## config.mk

```make
export PLATFORM = sky130hd
export DESIGN_NAME = ir_pulse_rx
export DESIGN_NICKNAME = d
export VERILOG_FILES = /design/src/rtl/ir_rx_pkg.sv /design/src/rtl/ir_noise_filter.sv /design/src/rtl/ir_frame_decoder.sv /design/src/rtl/ir_pulse_rx.sv
export SDC_FILE = /design/constraint.sdc
export NUM_CORES = 1
export LEC_CHECK = 0
export BUFFER_PORTS_ARGS = -buffer_cell sky130_fd_sc_hd__clkbuf_2
export CORE_MARGIN = 1.5
export CORE_UTILIZATION = 30
export CTS_BUF_LIST = sky130_fd_sc_hd__clkbuf_16
export CTS_CLUSTER_DIAMETER = 60
export DETAILED_ROUTE_END_ITERATION = 10
export PLACE_DENSITY = 0.46
export SYNTH_ARGS = -nofsm -noshare
export SYNTH_HDL_FRONTEND = slang
export SYNTH_SLANG_ARGS = --single-unit
```

## constraint.sdc

```tcl
create_clock -name clk -period 3.4 [get_ports clk]
set_input_delay 0.17 -clock clk [delete_from_list [all_inputs] [get_ports clk]]
set_output_delay 0.17 -clock clk [all_outputs]
set_load 0.05 [all_outputs]
```

## src/rtl/ir_rx_pkg.sv

```systemverilog
package ir_rx_pkg;
    typedef enum logic [2:0] {
        ST_IDLE,
        ST_GMARK,
        ST_GSPACE,
        ST_DMARK,
        ST_DSPACE
    } rx_state_e;

    localparam logic [1:0] GUIDE_NONE = 2'd0;
    localparam logic [1:0] GUIDE_HALF = 2'd1;
    localparam logic [1:0] GUIDE_FULL = 2'd2;
endpackage

```

## src/rtl/ir_noise_filter.sv

```systemverilog
module ir_noise_filter #(
    parameter int FILT_W = 2
) (
    input  logic              clk,
    input  logic              rst_n,
    input  logic              raw_i,
    input  logic              tick_i,
    input  logic [FILT_W-1:0] depth_i,
    output logic              level_o,
    output logic              rise_o,
    output logic              fall_o
);
    typedef struct packed {
        logic [1:0]        sync;
        logic              lvl;
        logic [FILT_W-1:0] cnt;
    } filt_t;

    filt_t d, q;
    logic  change;

    always_comb begin
        d      = q;
        change = 1'b0;
        d.sync = {q.sync[0], raw_i};
        if (tick_i) begin
            if (q.sync[1] != q.lvl) begin
                if (q.cnt == depth_i) begin
                    change = 1'b1;
                    d.lvl  = ~q.lvl;
                    d.cnt  = '0;
                end else begin
                    d.cnt = q.cnt + FILT_W'(1);
                end
            end else begin
                d.cnt = '0;
            end
        end
    end

    always_ff @(posedge clk or negedge rst_n) begin
        if (!rst_n) q <= '0;
        else        q <= d;
    end

    assign level_o = q.lvl;
    assign rise_o  = change & ~q.lvl;
    assign fall_o  = change &  q.lvl;

    // the filtered level moves only on a sample tick
    p_level_on_tick_r1: assert property (@(posedge clk) disable iff (!rst_n)
        !tick_i |=> $stable(level_o));
endmodule

```

## src/rtl/ir_frame_decoder.sv

```systemverilog
module ir_frame_decoder
    import ir_rx_pkg::*;
#(
    parameter int DATA_W = 64,
    parameter int TCNT_W = 8,
    parameter int CNT_W  = 7
) (
    input  logic              clk,
    input  logic              rst_n,
    input  logic              tick_i,
    input  logic              rise_i,
    input  logic              fall_i,
    input  logic [1:0]        guide_mode_i,
    input  logic [TCNT_W-1:0] guide_len_i,
    input  logic [TCNT_W-1:0] one_thresh_i,
    input  logic [TCNT_W-1:0] idle_limit_i,
    output logic [DATA_W-1:0] data_o,
    output logic [CNT_W-1:0]  count_o,
    output logic              ovf_o,
    output logic              done_o,
    output logic              wake_o
);
    localparam logic [TCNT_W-1:0] SEG_MAX = '1;
    localparam logic [CNT_W-1:0]  FULL    = CNT_W'(DATA_W);

    typedef struct packed {
        rx_state_e         state;
        logic [TCNT_W-1:0] seg;
        logic [DATA_W-1:0] shift;
        logic [CNT_W-1:0]  nbits;
        logic              ovf;
        logic [DATA_W-1:0] res_data;
        logic [CNT_W-1:0]  res_count;
        logic              res_ovf;
        logic              done;
        logic              wake;
    } dec_t;

    dec_t              d, q;
    logic              any_edge;
    logic              timeout;
    logic [TCNT_W-1:0] seg_inc;
    logic [TCNT_W-1:0] gspace_min;
    logic              bit_val;

    always_comb begin
        d          = q;
        d.done     = 1'b0;
        d.wake     = 1'b0;
        any_edge   = rise_i | fall_i;
        seg_inc    = (q.seg == SEG_MAX) ? q.seg : q.seg + TCNT_W'(1);
        timeout    = tick_i && !any_edge && (seg_inc >= idle_limit_i);
        gspace_min = guide_mode_i[1] ? guide_len_i : (guide_len_i >> 1);
        bit_val    = (q.seg > one_thresh_i);
        if (tick_i) d.seg = any_edge ? TCNT_W'(1) : seg_inc;

        unique case (q.state)
            ST_IDLE: if (rise_i) begin
                d.wake  = 1'b1;
                d.shift = '0;
                d.nbits = '0;
                d.ovf   = 1'b0;
                d.state = (guide_mode_i == GUIDE_NONE) ? ST_DMARK : ST_GMARK;
            end
            ST_GMARK: if (fall_i) begin
                d.state = (q.seg >= guide_len_i) ? ST_GSPACE : ST_IDLE;
            end
            ST_GSPACE: begin
                if (rise_i)       d.state = (q.seg >= gspace_min) ? ST_DMARK : ST_IDLE;
                else if (timeout) d.state = ST_IDLE;
            end
            ST_DMARK: if (fall_i) d.state = ST_DSPACE;
            ST_DSPACE: begin
                if (rise_i) begin
                    if (q.nbits == FULL) begin
                        d.ovf = 1'b1;
                    end else begin
                        d.shift = {q.shift[DATA_W-2:0], bit_val};
                        d.nbits = q.nbits + CNT_W'(1);
                    end
                    d.state = ST_DMARK;
                end else if (timeout) begin
                    if (q.nbits != '0) begin
                        d.done      = 1'b1;
                        d.res_data  = q.shift;
                        d.res_count = q.nbits;
                        d.res_ovf   = q.ovf;
                    end
                    d.state = ST_IDLE;
                end
            end
            default: d.state = ST_IDLE;
        endcase
    end

    always_ff @(posedge clk or negedge rst_n) begin
        if (!rst_n) begin
            q       <= '0;
            q.state <= ST_IDLE;
        end else begin
            q <= d;
        end
    end

    assign data_o  = q.res_data;
    assign count_o = q.res_count;
    assign ovf_o   = q.res_ovf;
    assign done_o  = q.done;
    assign wake_o  = q.wake;

    // a done pulse always reports at least one bit
    p_done_has_bits_r6: assert property (@(posedge clk) disable iff (!rst_n)
        done_o |-> (count_o != '0));
    // overflow only with a full register
    p_ovf_full_r8: assert property (@(posedge clk) disable iff (!rst_n)
        ovf_o |-> (count_o == FULL));
    // the working bit count never passes the register size
    p_no_overflow_r8: assert property (@(posedge clk) disable iff (!rst_n)
        q.nbits <= FULL);
    // published results change only together with a done pulse
    p_result_hold_r9: assert property (@(posedge clk) disable iff (!rst_n)
        !$stable(data_o) |-> done_o);
    // frame start and frame end never share a clock
    p_done_wake_excl_r10: assert property (@(posedge clk) disable iff (!rst_n)
        $onehot0({done_o, wake_o}));
endmodule

```

## src/rtl/ir_pulse_rx.sv

```systemverilog
module ir_pulse_rx #(
    parameter int DATA_W = 64,
    parameter int TCNT_W = 8,
    parameter int FILT_W = 2,
    parameter int CNT_W  = $clog2(DATA_W + 1)
) (
    input  logic              clk,
    input  logic              rst_n,
    input  logic              ir_raw_i,
    input  logic              tick_i,
    input  logic [FILT_W-1:0] cfg_filt_depth_i,
    input  logic [1:0]        cfg_guide_mode_i,
    input  logic [TCNT_W-1:0] cfg_guide_len_i,
    input  logic [TCNT_W-1:0] cfg_one_thresh_i,
    input  logic [TCNT_W-1:0] cfg_idle_limit_i,
    output logic [DATA_W-1:0] rx_data_o,
    output logic [CNT_W-1:0]  rx_count_o,
    output logic              rx_ovf_o,
    output logic              done_irq_o,
    output logic              wake_req_o
);
    logic flt_level, flt_rise, flt_fall;

    ir_noise_filter #(.FILT_W(FILT_W)) u_filter (
        .clk     (clk),
        .rst_n   (rst_n),
        .raw_i   (ir_raw_i),
        .tick_i  (tick_i),
        .depth_i (cfg_filt_depth_i),
        .level_o (flt_level),
        .rise_o  (flt_rise),
        .fall_o  (flt_fall)
    );

    ir_frame_decoder #(.DATA_W(DATA_W), .TCNT_W(TCNT_W), .CNT_W(CNT_W)) u_decoder (
        .clk          (clk),
        .rst_n        (rst_n),
        .tick_i       (tick_i),
        .rise_i       (flt_rise),
        .fall_i       (flt_fall),
        .guide_mode_i (cfg_guide_mode_i),
        .guide_len_i  (cfg_guide_len_i),
        .one_thresh_i (cfg_one_thresh_i),
        .idle_limit_i (cfg_idle_limit_i),
        .data_o       (rx_data_o),
        .count_o      (rx_count_o),
        .ovf_o        (rx_ovf_o),
        .done_o       (done_irq_o),
        .wake_o       (wake_req_o)
    );

    // edges reported by the filter agree with its level
    p_edge_level_r1: assert property (@(posedge clk) disable iff (!rst_n)
        flt_rise |=> flt_level);
endmodule

```

# Yosys cells after proc, flatten, opt, wreduce, memory -nomap -nowiden
# Index checks and enable logic that the tools add are counted.
# word_totals
out_inout_bits,74
reg_bits,162
input_bits,32
elab_cells,80
# op_classes
eq_ne,14
n_reduce_logical,12
n_addsub,3
order_cmp,4
n_mux,29
bitwise,5
# ops
cell,count
72-bit 2-to-1 mux,2
72-bit case mux with 2 select lines,1
71-bit 2-to-1 mux,1
8-bit greater-or-equal comparator,3
8-bit 2-to-1 mux,3
3-bit 2-to-1 mux,6
3-bit case mux with 5 select lines,1
4-bit AND reduction,3
1-bit 2-to-1 mux,10
2-bit 2-to-1 mux,5
2-bit by 1-bit != test with 1-bit output (second input constant),5
8-bit by 1-bit adder with 8-bit output (second input constant),1
8-bit == test (second input constant),1
8-bit greater-than comparator,1
7-bit by 1-bit adder with 7-bit output (second input constant),1
7-bit == test (second input constant),1
7-bit nonzero test,1
3-bit by 2-bit == test with 1-bit output (second input constant),2
3-bit AND reduction,2
3-bit by 1-bit == test with 1-bit output (second input constant),1
3-bit == test (second input constant),1
3-bit zero test,1
2-bit by 1-bit adder with 2-bit output (second input constant),1
1-bit bitwise AND,2
other kinds (9),11

# Logic depth before layout (Yosys ltp)
# Gate-level depths: netlist of the first run.
# logic_depth
ltp_word,12
depth_mapped,14

# Hierarchy
# From an unflattened synthesis of the first run, not the netlist that was laid out.
# unflattened
hier_cells,762
area_unflattened_um2,8271.7
# modules_own_cells
mod,n_inst,area_per_inst_um2,cells_each,seq_area_each_um2
ir_frame_decoder,1,8008.9,742,3928.8
ir_noise_filter,1,262.8,20,125.1

# Least setup slack after synthesis of the first run
# No wires, ideal clock.
# synth_path
path_kind,register to register
from,register u_decoder.q[149] (netlist name)
to,"register u_decoder.q, in the netlist u_decoder.data_o[0]"
n_path_buf,2
setup_time_ps,125
stages_incl_launch_ff,14
t_arrival_ps,3047
setup_slack_ps,228
period_less_slack_ps,3172
path_cell_list,dfrtp_1 > and4_1 > a31oi_1 > and3_1 > xor2_1 > ha_1 > a211oi_1 > nor2_1 > a211oi_2 > nor2_8 > o211a_4 > buf_12 > buf_12 > mux2_4
# synth_between
elab_chain_len,5
word_cells_on_any_way,6
classes_between,1 x add/sub; 1 x order compare; 1 x eq/ne; 1 x mux; 2 x reduce/logical
# synth_rtl
element,line_no,source
start: declaration,ir_frame_decoder.sv:39,"dec_t d, q;"
8-bit by 1-bit adder with 8-bit output or 8-bit == test (tied branches),ir_frame_decoder.sv:51,seg_inc = (q.seg == SEG_MAX) ? q.seg : q.seg + TCNT_W'(1);
8-bit 2-to-1 mux (*),ir_frame_decoder.sv:51,
8-bit greater-or-equal comparator (*),ir_frame_decoder.sv:52,timeout = tick_i && !any_edge && (seg_inc >= idle_limit_i);
1-bit logical AND (*),ir_frame_decoder.sv:52,
4-bit AND reduction (no line) (*),--,
# Mark *: on every way between the ends. The rest lies on a longest branch, timed or not.
# A chain may end at the register's enable or synchronous reset.

# Final worst setup path of the first run
# layout_path
from,register u_decoder.q[146] (netlist name)
to,"register u_decoder.q, in the netlist u_decoder.data_o[24]"
# The elaborated chain is that of the path after synthesis.

==> impl_metrics.csv, run 1 <==
group,metric,value,unit
outcome,status,"finished, final reports clean",
timing,fin_skew,0.0183,ns
synth,synth_fa_ha_area_share,5.25,%
synth,synth_top_family_by_area,"multiplexers",
timing,hold_viol,0,
worst_setup_path,crit_slowest_cell,"dfrtp_1",
synth,synth-edff-count,0,
die,die-area,28800,um2
die,floorplan.initialDensity,30.8,%
global_routing,grt_remaining_overflow,0,
worst_hold_path,hold_path.class,"input pin to flip-flop",
placed_design,dpl_cell_area,8760,um2
drt,ant_nets,0,
die,io_pins,106,
placed_design,io_buffers,105,
power_and_ir_drop,finalPower,4.83,mW
timing,setup-tns-final,0,ns
timing,setup_viol,0,
timing,rsz0062_at_grt,"no",
power_and_ir_drop,pwr-share-seq,42.6,%
timing,maxSlewViolCount,0,
die,core,27100,um2
synth,synth_warnings,0,
timing,period_minus_slack,3.15,ns
finish,final_util,34.8,%
worst_setup_path,startpoint_type,"flip-flop",
clock_network,root_buffer,"clkbuf_16",
drt,viasPerCell,4.30,
finish,num_antenna_cells,0,
drt,routed_wl,16.7,mm
power_and_ir_drop,p_switching,1.50,mW
flow_run,drv_cap,0,
worst_setup_path,crit_path_max_fanout,21,
finish,fin_nets,874,
synth,synth_compound_area_share,9.15,%
worst_setup_path,cp.arrival,3.46,ns
power_and_ir_drop,internal-power,3.33,mW
clock_network,cts_max_level,4,
worst_setup_path,worstPathRequired,3.72,ns
worst_setup_path,critPathKind,"flip-flop to flip-flop",
synth,postSynthAreaPerCell,10.9,um2
clock_network,cts_buffer_depth,2,
power_and_ir_drop,leakage,4.58,nW
clock_network,clock_latency,0.44,ns
global_routing,grt_usage,12.2,%
worst_setup_path,critical_path.top_delay_family,"multiplexers",
synth,ys_types,54,
timing,relSlewSlack,50.6,%
power_and_ir_drop,powerDensity,512,nW/um2
clock_network,cts_sinks,162,
synth,ys_seq_elements,162,
die,die_y,170,um
power_and_ir_drop,clock_power_share,40.5,%
worst_setup_path,path_buf_inv,2,
synth,syn_nets,832,
worst_setup_path,critPathMostFrequentCell,"ha_1",
synth,syn-instance-count,765,
worst_setup_path,crit_chain,"ha_1 > and2_1 > nand3_1 > mux2_2 > ha_1 > nand2_1 > o21ai_2 > a211oi_2 > buf_4 > nor2_8 > o211a_4 > buf_12 > mux2_4",
synth,synth_async_sr_flop_share,100,%
die,core.rowCount,60,
clock_network,cts_tree,"done",
synth,synthesis.area,8350,um2
power_and_ir_drop,vdd_drop_max,0.000331,V
global_routing,antenna_found_initial,0,
drt,first_iter_violations,215,
drt,vias,5131,
power_and_ir_drop,swShare,31.0,%
finish,drive_gt1_share,29.4,%
timing,max_freq,318,MHz
synth,synth-seq-area-share,48.6,%
synth,synth_ff_type,"dfrtp_1",
drt,drc_errors,0,
global_routing,grt_max_degree,77,
worst_setup_path,crit_path_end_kind,"flip-flop",
finish,final_area,9430,um2
timing,tightest_slew,0.742,ns
placed_design,gp_congestion,0.785,
drt,drt_pre_antenna_iters,4,
timing,period_share,92.6,%
clock_network,clk_pin_slew,0.08,ns
global_routing,grt_pass1_vias,5141,
global_routing,grt_pass1_wl,27.6,mm
synth,yosys.area_share.simple,11.2,%
clock_network,post_cts_buffers,0,
drt,wl_per_cell,14.0,um
synth,muxShareOfSynthArea,13.9,%
worst_setup_path,cpPeakStageDelay,0.43,ns
die,die_w,170,um
finish,area_delta_synth_final,13.0,%
placed_design,dpl.hpwl,11.4,mm
synth,synth_xor_area_share,1.14,%
power_and_ir_drop,p_comb_share,16.9,%
clock_network,cts_inserted_buffers,17,
sequential cells by signal, summed over array words and instances, names as in the netlist:
| signal | count |
|---|---|
| u_decoder.data_o | 64 |
| u_decoder.wake_o | 1 |
| u_decoder.done_o | 1 |
| u_decoder.ovf_o | 1 |
| u_filter.d | 1 |
| u_filter.q | 3 |
| u_filter.level_o | 1 |
| u_decoder.count_o | 7 |
| u_decoder.q | 83 |
placed cells by master, fill, tap and decap left out, types with 5 or more instances in the layout:
cell type,instances
o21ai_0,84
nor2_1,22
nand2b_1,6
nand3_1,8
a211oi_1,5
buf_4,14
inv_8,5
inv_1,30
clkbuf_2,104
dfrtp_1,162
clkbuf_16,18
a21oi_1,9
clkinv_8,5
mux2i_1,7
xor2_1,6
ha_1,35
nand4_1,5
mux2_4,69
nand2_1,151
stage by stage:
step                      hold slack (ns)  cells  setup WS [ns]
after global routing                0.180   1192         0.0517
after detailed placement            0.260   1157          0.131
after floorplan                    -0.126    765          0.228
final                               0.141   1192          0.252
after global placement              0.262   1157          0.180
after CTS                           0.141   1191          0.112
worst paths after layout:
path / startpoint / endpoint / slack [ns] / cells after the start
max: u_decoder.q[146] / u_decoder.data_o[24] / 0.25 / 13
min: tick_i / u_decoder.q[152] / 0.14 / 2
max reg2reg: u_decoder.q[146] / u_decoder.data_o[24] / 0.25 / 13
min reg2reg: u_filter.d[4] / u_filter.q[4] / 0.35 / 0
max in group asynchronous: rst_n / u_decoder.q[116] / 2.25 / 3
min in group asynchronous: rst_n / u_decoder.data_o[54] / 0.32 / 2
power by group through the flow:
stage / Sequential [mW] / Clock (mW) / Combinational (mW)
after floorplan: 2.11 / 0 / 0.519
after global routing: 2.07 / 2.10 / 0.951
after global placement: 2.10 / 0 / 0.819
final: 2.06 / 1.96 / 0.816
after detailed placement: 2.10 / 0 / 0.822
after CTS: 2.06 / 2.03 / 0.831
routing by layer:
metal	wire length [um]	track usage [%]
met1	8680	17.1
met5	0	0
met4	177	3.58
met2	7290	18.7
met3	574	3.03
synthesized netlist by cell type, types with 5 or more instances:
cell,instances,area share (%)
o21ai_0,84,5.0
inv_1,30,1.3
a21oi_1,9,0.54
nand2b_1,6,0.45
mux2_4,69,12
xor2_1,6,0.63
nand3_1,8,0.48
nor2_1,22,0.99
buf_4,71,6.4
buf_12,8,1.9
nand2_1,151,6.8
nand4_1,5,0.37
buf_1,5,0.22
clkbuf_1,19,0.85
ha_1,35,5.2
a211oi_1,5,0.45
dfrtp_1,162,49
mux2i_1,7,0.84
repair_timing:
| action | CTS | global route |
|---|---|---|
| hold buffers | 2 | 0 |
| endpoints found under the setup margin | 0 | 47 |
| hold endpoints to repair | 75 | 0 |
| gates resized for setup | 0 | 4 |
kinds of logic (layout without fill, tap and decap cells):
logic type / after synthesis / in the layout
AO/OA/AOI/OAI: 128 / 128
multiplexers: 81 / 81
XOR/XNOR: 10 / 10
buffers and inverters: 134 / 189
adder cells (fa/ha/maj): 35 / 35
AND/OR/NAND/NOR: 215 / 215
flip-flops: 162 / 162
area by class of cell:
class	count	area [um2]
fillers	2735	17700
flip-flops and latches	162	4050
multi-input cells	469	3400
repair buffers	127	785
well taps	372	465
clock buffers	17	425
clock inverters	15	185
inverters	30	113
Note: power is estimated with default switching activity, not from simulation.
==> inputs of run 2 (changes only) <==
--- a/config.mk
+++ b/config.mk
@@ -12,6 +12,8 @@
 export CTS_CLUSTER_DIAMETER = 60
 export DETAILED_ROUTE_END_ITERATION = 10
 export PLACE_DENSITY = 0.46
+export SETUP_SLACK_MARGIN = 0.2
 export SYNTH_ARGS = -nofsm -noshare
 export SYNTH_HDL_FRONTEND = slang
+export SYNTH_HIERARCHICAL = 1
 export SYNTH_SLANG_ARGS = --single-unit
==> impl_metrics.csv, run 2 <==
group,metric,value,unit
outcome,status,"finished, final reports clean",
timing,fin_skew,0.0116,ns
finish,drive_gt1_share,30.8,%
synth,synth-seq-area-share,49.0,%
power_and_ir_drop,internal-power,3.35,mW
finish,largest-register,"u_decoder/q",
clock_network,clk_pin_slew,0.07,ns
synth,synth_top_cell_area_share,49.0,%
drt,wl_met2,7.55,mm
finish,num-fill-cells,2761,
finish,largest_reg_flops,83,
timing,hold_viol,0,
finish,layout_common_cells,"dfrtp_1, nand2_1, clkbuf_2",
worst_setup_path,path_buf_inv,3,
worst_setup_path,reg2reg_from,"u_decoder/q[146]",
drt,drc_errors,0,
worst_setup_path,cpPeakStageDelay,0.39,ns
synth,synth_warnings,6,
clock_network,cts_max_level,4,
clock_network,cts_inserted_buffers,17,
worst_setup_path,r2r_end,"u_decoder/count_o[3]",
power_and_ir_drop,powerDensity,483,nW/um2
drt,routed_wl,17.3,mm
worst_hold_path,min_from,"cfg_filt_depth_i[0]",
clock_network,cts_buffer_depth,2,
worst_setup_path,crit_path_end_kind,"flip-flop",
die,io_pins,106,
power_and_ir_drop,vdd_drop_max,0.000324,V
die,die_y,169,um
clock_network,cts_tree,"done",
placed_design,io_buffers,105,
synth,synth_ff_type,"dfrtp_1",
timing,setup-tns-final,0,ns
worst_setup_path,critPathKind,"flip-flop to flip-flop",
global_routing,grt_usage,12.8,%
global_routing,grt_remaining_overflow,0,
synth,synthTopCellsByCount,"dfrtp_1, nand2_1, buf_4, o21ai_0, mux2_4",
synth,ys_seq_elements,162,
power_and_ir_drop,leakage,4.60,nW
timing,setup_viol,0,
finish,num_antenna_cells,0,
finish,multi_input_area,3410,um2
worst_setup_path,critPathLaunch,"u_decoder/q[146]",
synth,synth_async_sr_flop_share,100,%
timing,relSlewSlack,43.6,%
global_routing,grt_pass1_wl,28.8,mm
die,floorplan.initialDensity,30.6,%
drt,vias,5230,
drt,viasPerCell,4.48,
power_and_ir_drop,p_switching,1.26,mW
timing,max_freq,330,MHz
drt,top_layer,"met4",
drt,first_iter_violations,218,
synth,ys_types,55,
synth,synth.most_common_cell,"dfrtp_1",
finish,area_delta_synth_final,15.2,%
synth,yosys.area.top_type,"dfrtp_1",
timing,period_share,89.2,%
global_routing,grt_max_degree,90,
placed_design,pre_cts_slack,0.162,ns
worst_setup_path,regToRegSetupSlack,0.37,ns
synth,postSynthAreaPerCell,10.9,um2
placed_design,gp_congestion,0.765,
timing,period_minus_slack,3.03,ns
power_and_ir_drop,clock_power_share,40.6,%
worst_setup_path,reg2regPathDepth,14,
placed_design,dpl.hpwl,11.4,mm
flow_run,drv_cap,0,
global_routing,antenna_found_initial,0,
clock_network,cts_sinks,162,
worst_hold_path,min_path_cells,3,
synth,syn-instance-count,762,
finish,layout_commonest_cell,"dfrtp_1",
die,die-area,28600,um2
power_and_ir_drop,swShare,27.3,%
worst_setup_path,cp.arrival,3.33,ns
synth,syn_nets,829,
die,core,27000,um2
drt,wl_per_cell,14.8,um
global_routing,grt_pass1_vias,5263,
power_and_ir_drop,p_comb_share,15.1,%
drt,drt_pre_antenna_iters,4,
worst_setup_path,crit_slowest_cell,"dfrtp_1",
power_and_ir_drop,pwr-share-seq,44.3,%
worst_hold_path,holdPathEnd,"u_filter/q[0]",
die,die_w,169,um
timing,tightest_slew,0.846,ns
drt,ant_nets,0,
die,core.rowCount,60,
worst_setup_path,startpoint_type,"flip-flop",
clock_network,root_buffer,"clkbuf_16",
synth,synthTopCellsByArea,"dfrtp_1, mux2_4, buf_4, nand2_1, ha_1",
worst_setup_path,worstPathRequired,3.70,ns
worst_hold_path,hold_path.class,"input pin to flip-flop",
finish,seq_area,4050,um2
drt,wl_met1,8.86,mm
worst_setup_path,crit_path_max_fanout,9,
worst_setup_path,crit_chain,"ha_4 > nand3_1 > or2_4 > and4_4 > xor2_1 > ha_1 > nand2_1 > nor3_2 > a21oi_2 > nor4_2 > buf_4 > buf_8 > clkbuf_16 > mux2_4",
worst_setup_path,critical_path.top_delay_family,"simple AND/OR/NAND/NOR gates",
drt,route.met3.wl,609,um
finish,fin_nets,880,
clock_network,clock_latency,0.42,ns
synth,synth-edff-count,0,
timing,setup_slack,0.366,ns
timing,maxSlewViolCount,0,
synth,synthesis.area,8270,um2
timing,rsz0062_at_grt,"yes",
## run 2: cell count changes after synthesis, moves of 7 or more
cell,before,now
o21ai_1,1,8
buf_12,8,0
o21ai_0,84,73
buf_6,0,8
buf_4,71,78
nor2_1,22,13
## run 2: worst max path at each step
| stage | endpoint | slack (ns) | depth (start not counted) |
|---|---|---|---|
| floorplan | u_decoder/count_o[0] | 0.21 | 14 |
| global placement | u_decoder/data_o[28] | 0.22 | 13 |
| detailed placement | u_decoder/data_o[28] | 0.16 | 13 |
| CTS | u_decoder/count_o[5] | 0.24 | 14 |
| global route | u_decoder/ovf_o | 0.18 | 14 |
| finish | u_decoder/count_o[3] | 0.37 | 14 |
## run 2: cell families (layout without fill, tap and decap cells)
group | count (synthesis) | count (layout) | share of synthesized area [%]
buffers and inverters | 133 | 197 | 10.3
DFF | 162 | 162 | 49.0
xor gates and xnor gates | 8 | 8 | 0.938
muxes | 80 | 80 | 14.0
AOI/OAI and AO/OA | 126 | 126 | 8.67
adders and majority gates | 35 | 35 | 5.29
and+or+nand+nor | 218 | 218 | 11.8
## run 2: stage by stage
stage          area [um2]  instances  power [mW]  hold slack (ns)  util [%]
6_report             9530       1167        4.60           0.0874      35.3
5_1_grt              9530       1167        4.86            0.106      35.3
4_1_cts              9400       1161        4.65           0.0792      34.8
3_5_place_dp         8710       1123        2.74            0.283      32.2
3_3_place_gp         8710       1123        2.74            0.282      32.2
2_1_floorplan        8270        762        2.49           -0.126         -
## run 2: area by class of cell
type                    instances  area share, %
flip-flops and latches        162           42.6
clock inverters                15           1.47
inverters                      28           1.10
clock buffers                  17           4.47
well taps                     341           4.48
repair buffers                137           10.1
multi-input cells             467           35.8
## run 2: metal layers
| layer | vias to the layer above | GRT usage, % |
|---|---|---|
| met5 | - | 0 |
| met4 | 0 | 4.19 |
| met3 | 22 | 2.62 |
| met2 | 89 | 19.7 |
| met1 | 2487 | 17.9 |
| li1 | 2632 | - |
## run 2: power groups by stage
stage                     clock [mW]  sequential [mW]  combinational [mW]
final                           1.87             2.04               0.697
after global routing            2.00             2.05               0.810
after CTS                       1.92             2.04               0.692
after detailed placement           0             2.07               0.671
after global placement             0             2.07               0.667
after floorplan                    0             2.09               0.405
## run 2: what timing repair did
action / in CTS / in global routing
pin swaps: 2 / 2
gates resized for setup: 8 / 6
hold buffers: 2 / 0
setup endpoints to repair: 66 / 72
cloned: 2 / 4
endpoints found under the hold margin: 88 / 0
setup buffers: 2 / 2
## run 2: worst reg2reg max path: stages (launching register included)
cell and delay (ns):
dfrtp_1 0.39, ha_4 0.17, nand3_1 0.08, or2_4 0.30, and4_4 0.22, xor2_1 0.14, ha_1 0.30, nand2_1 0.07
nor3_2 0.16, a21oi_2 0.09, nor4_2 0.18, buf_4 0.17, buf_8 0.16, clkbuf_16 0.20, mux2_4 0.30
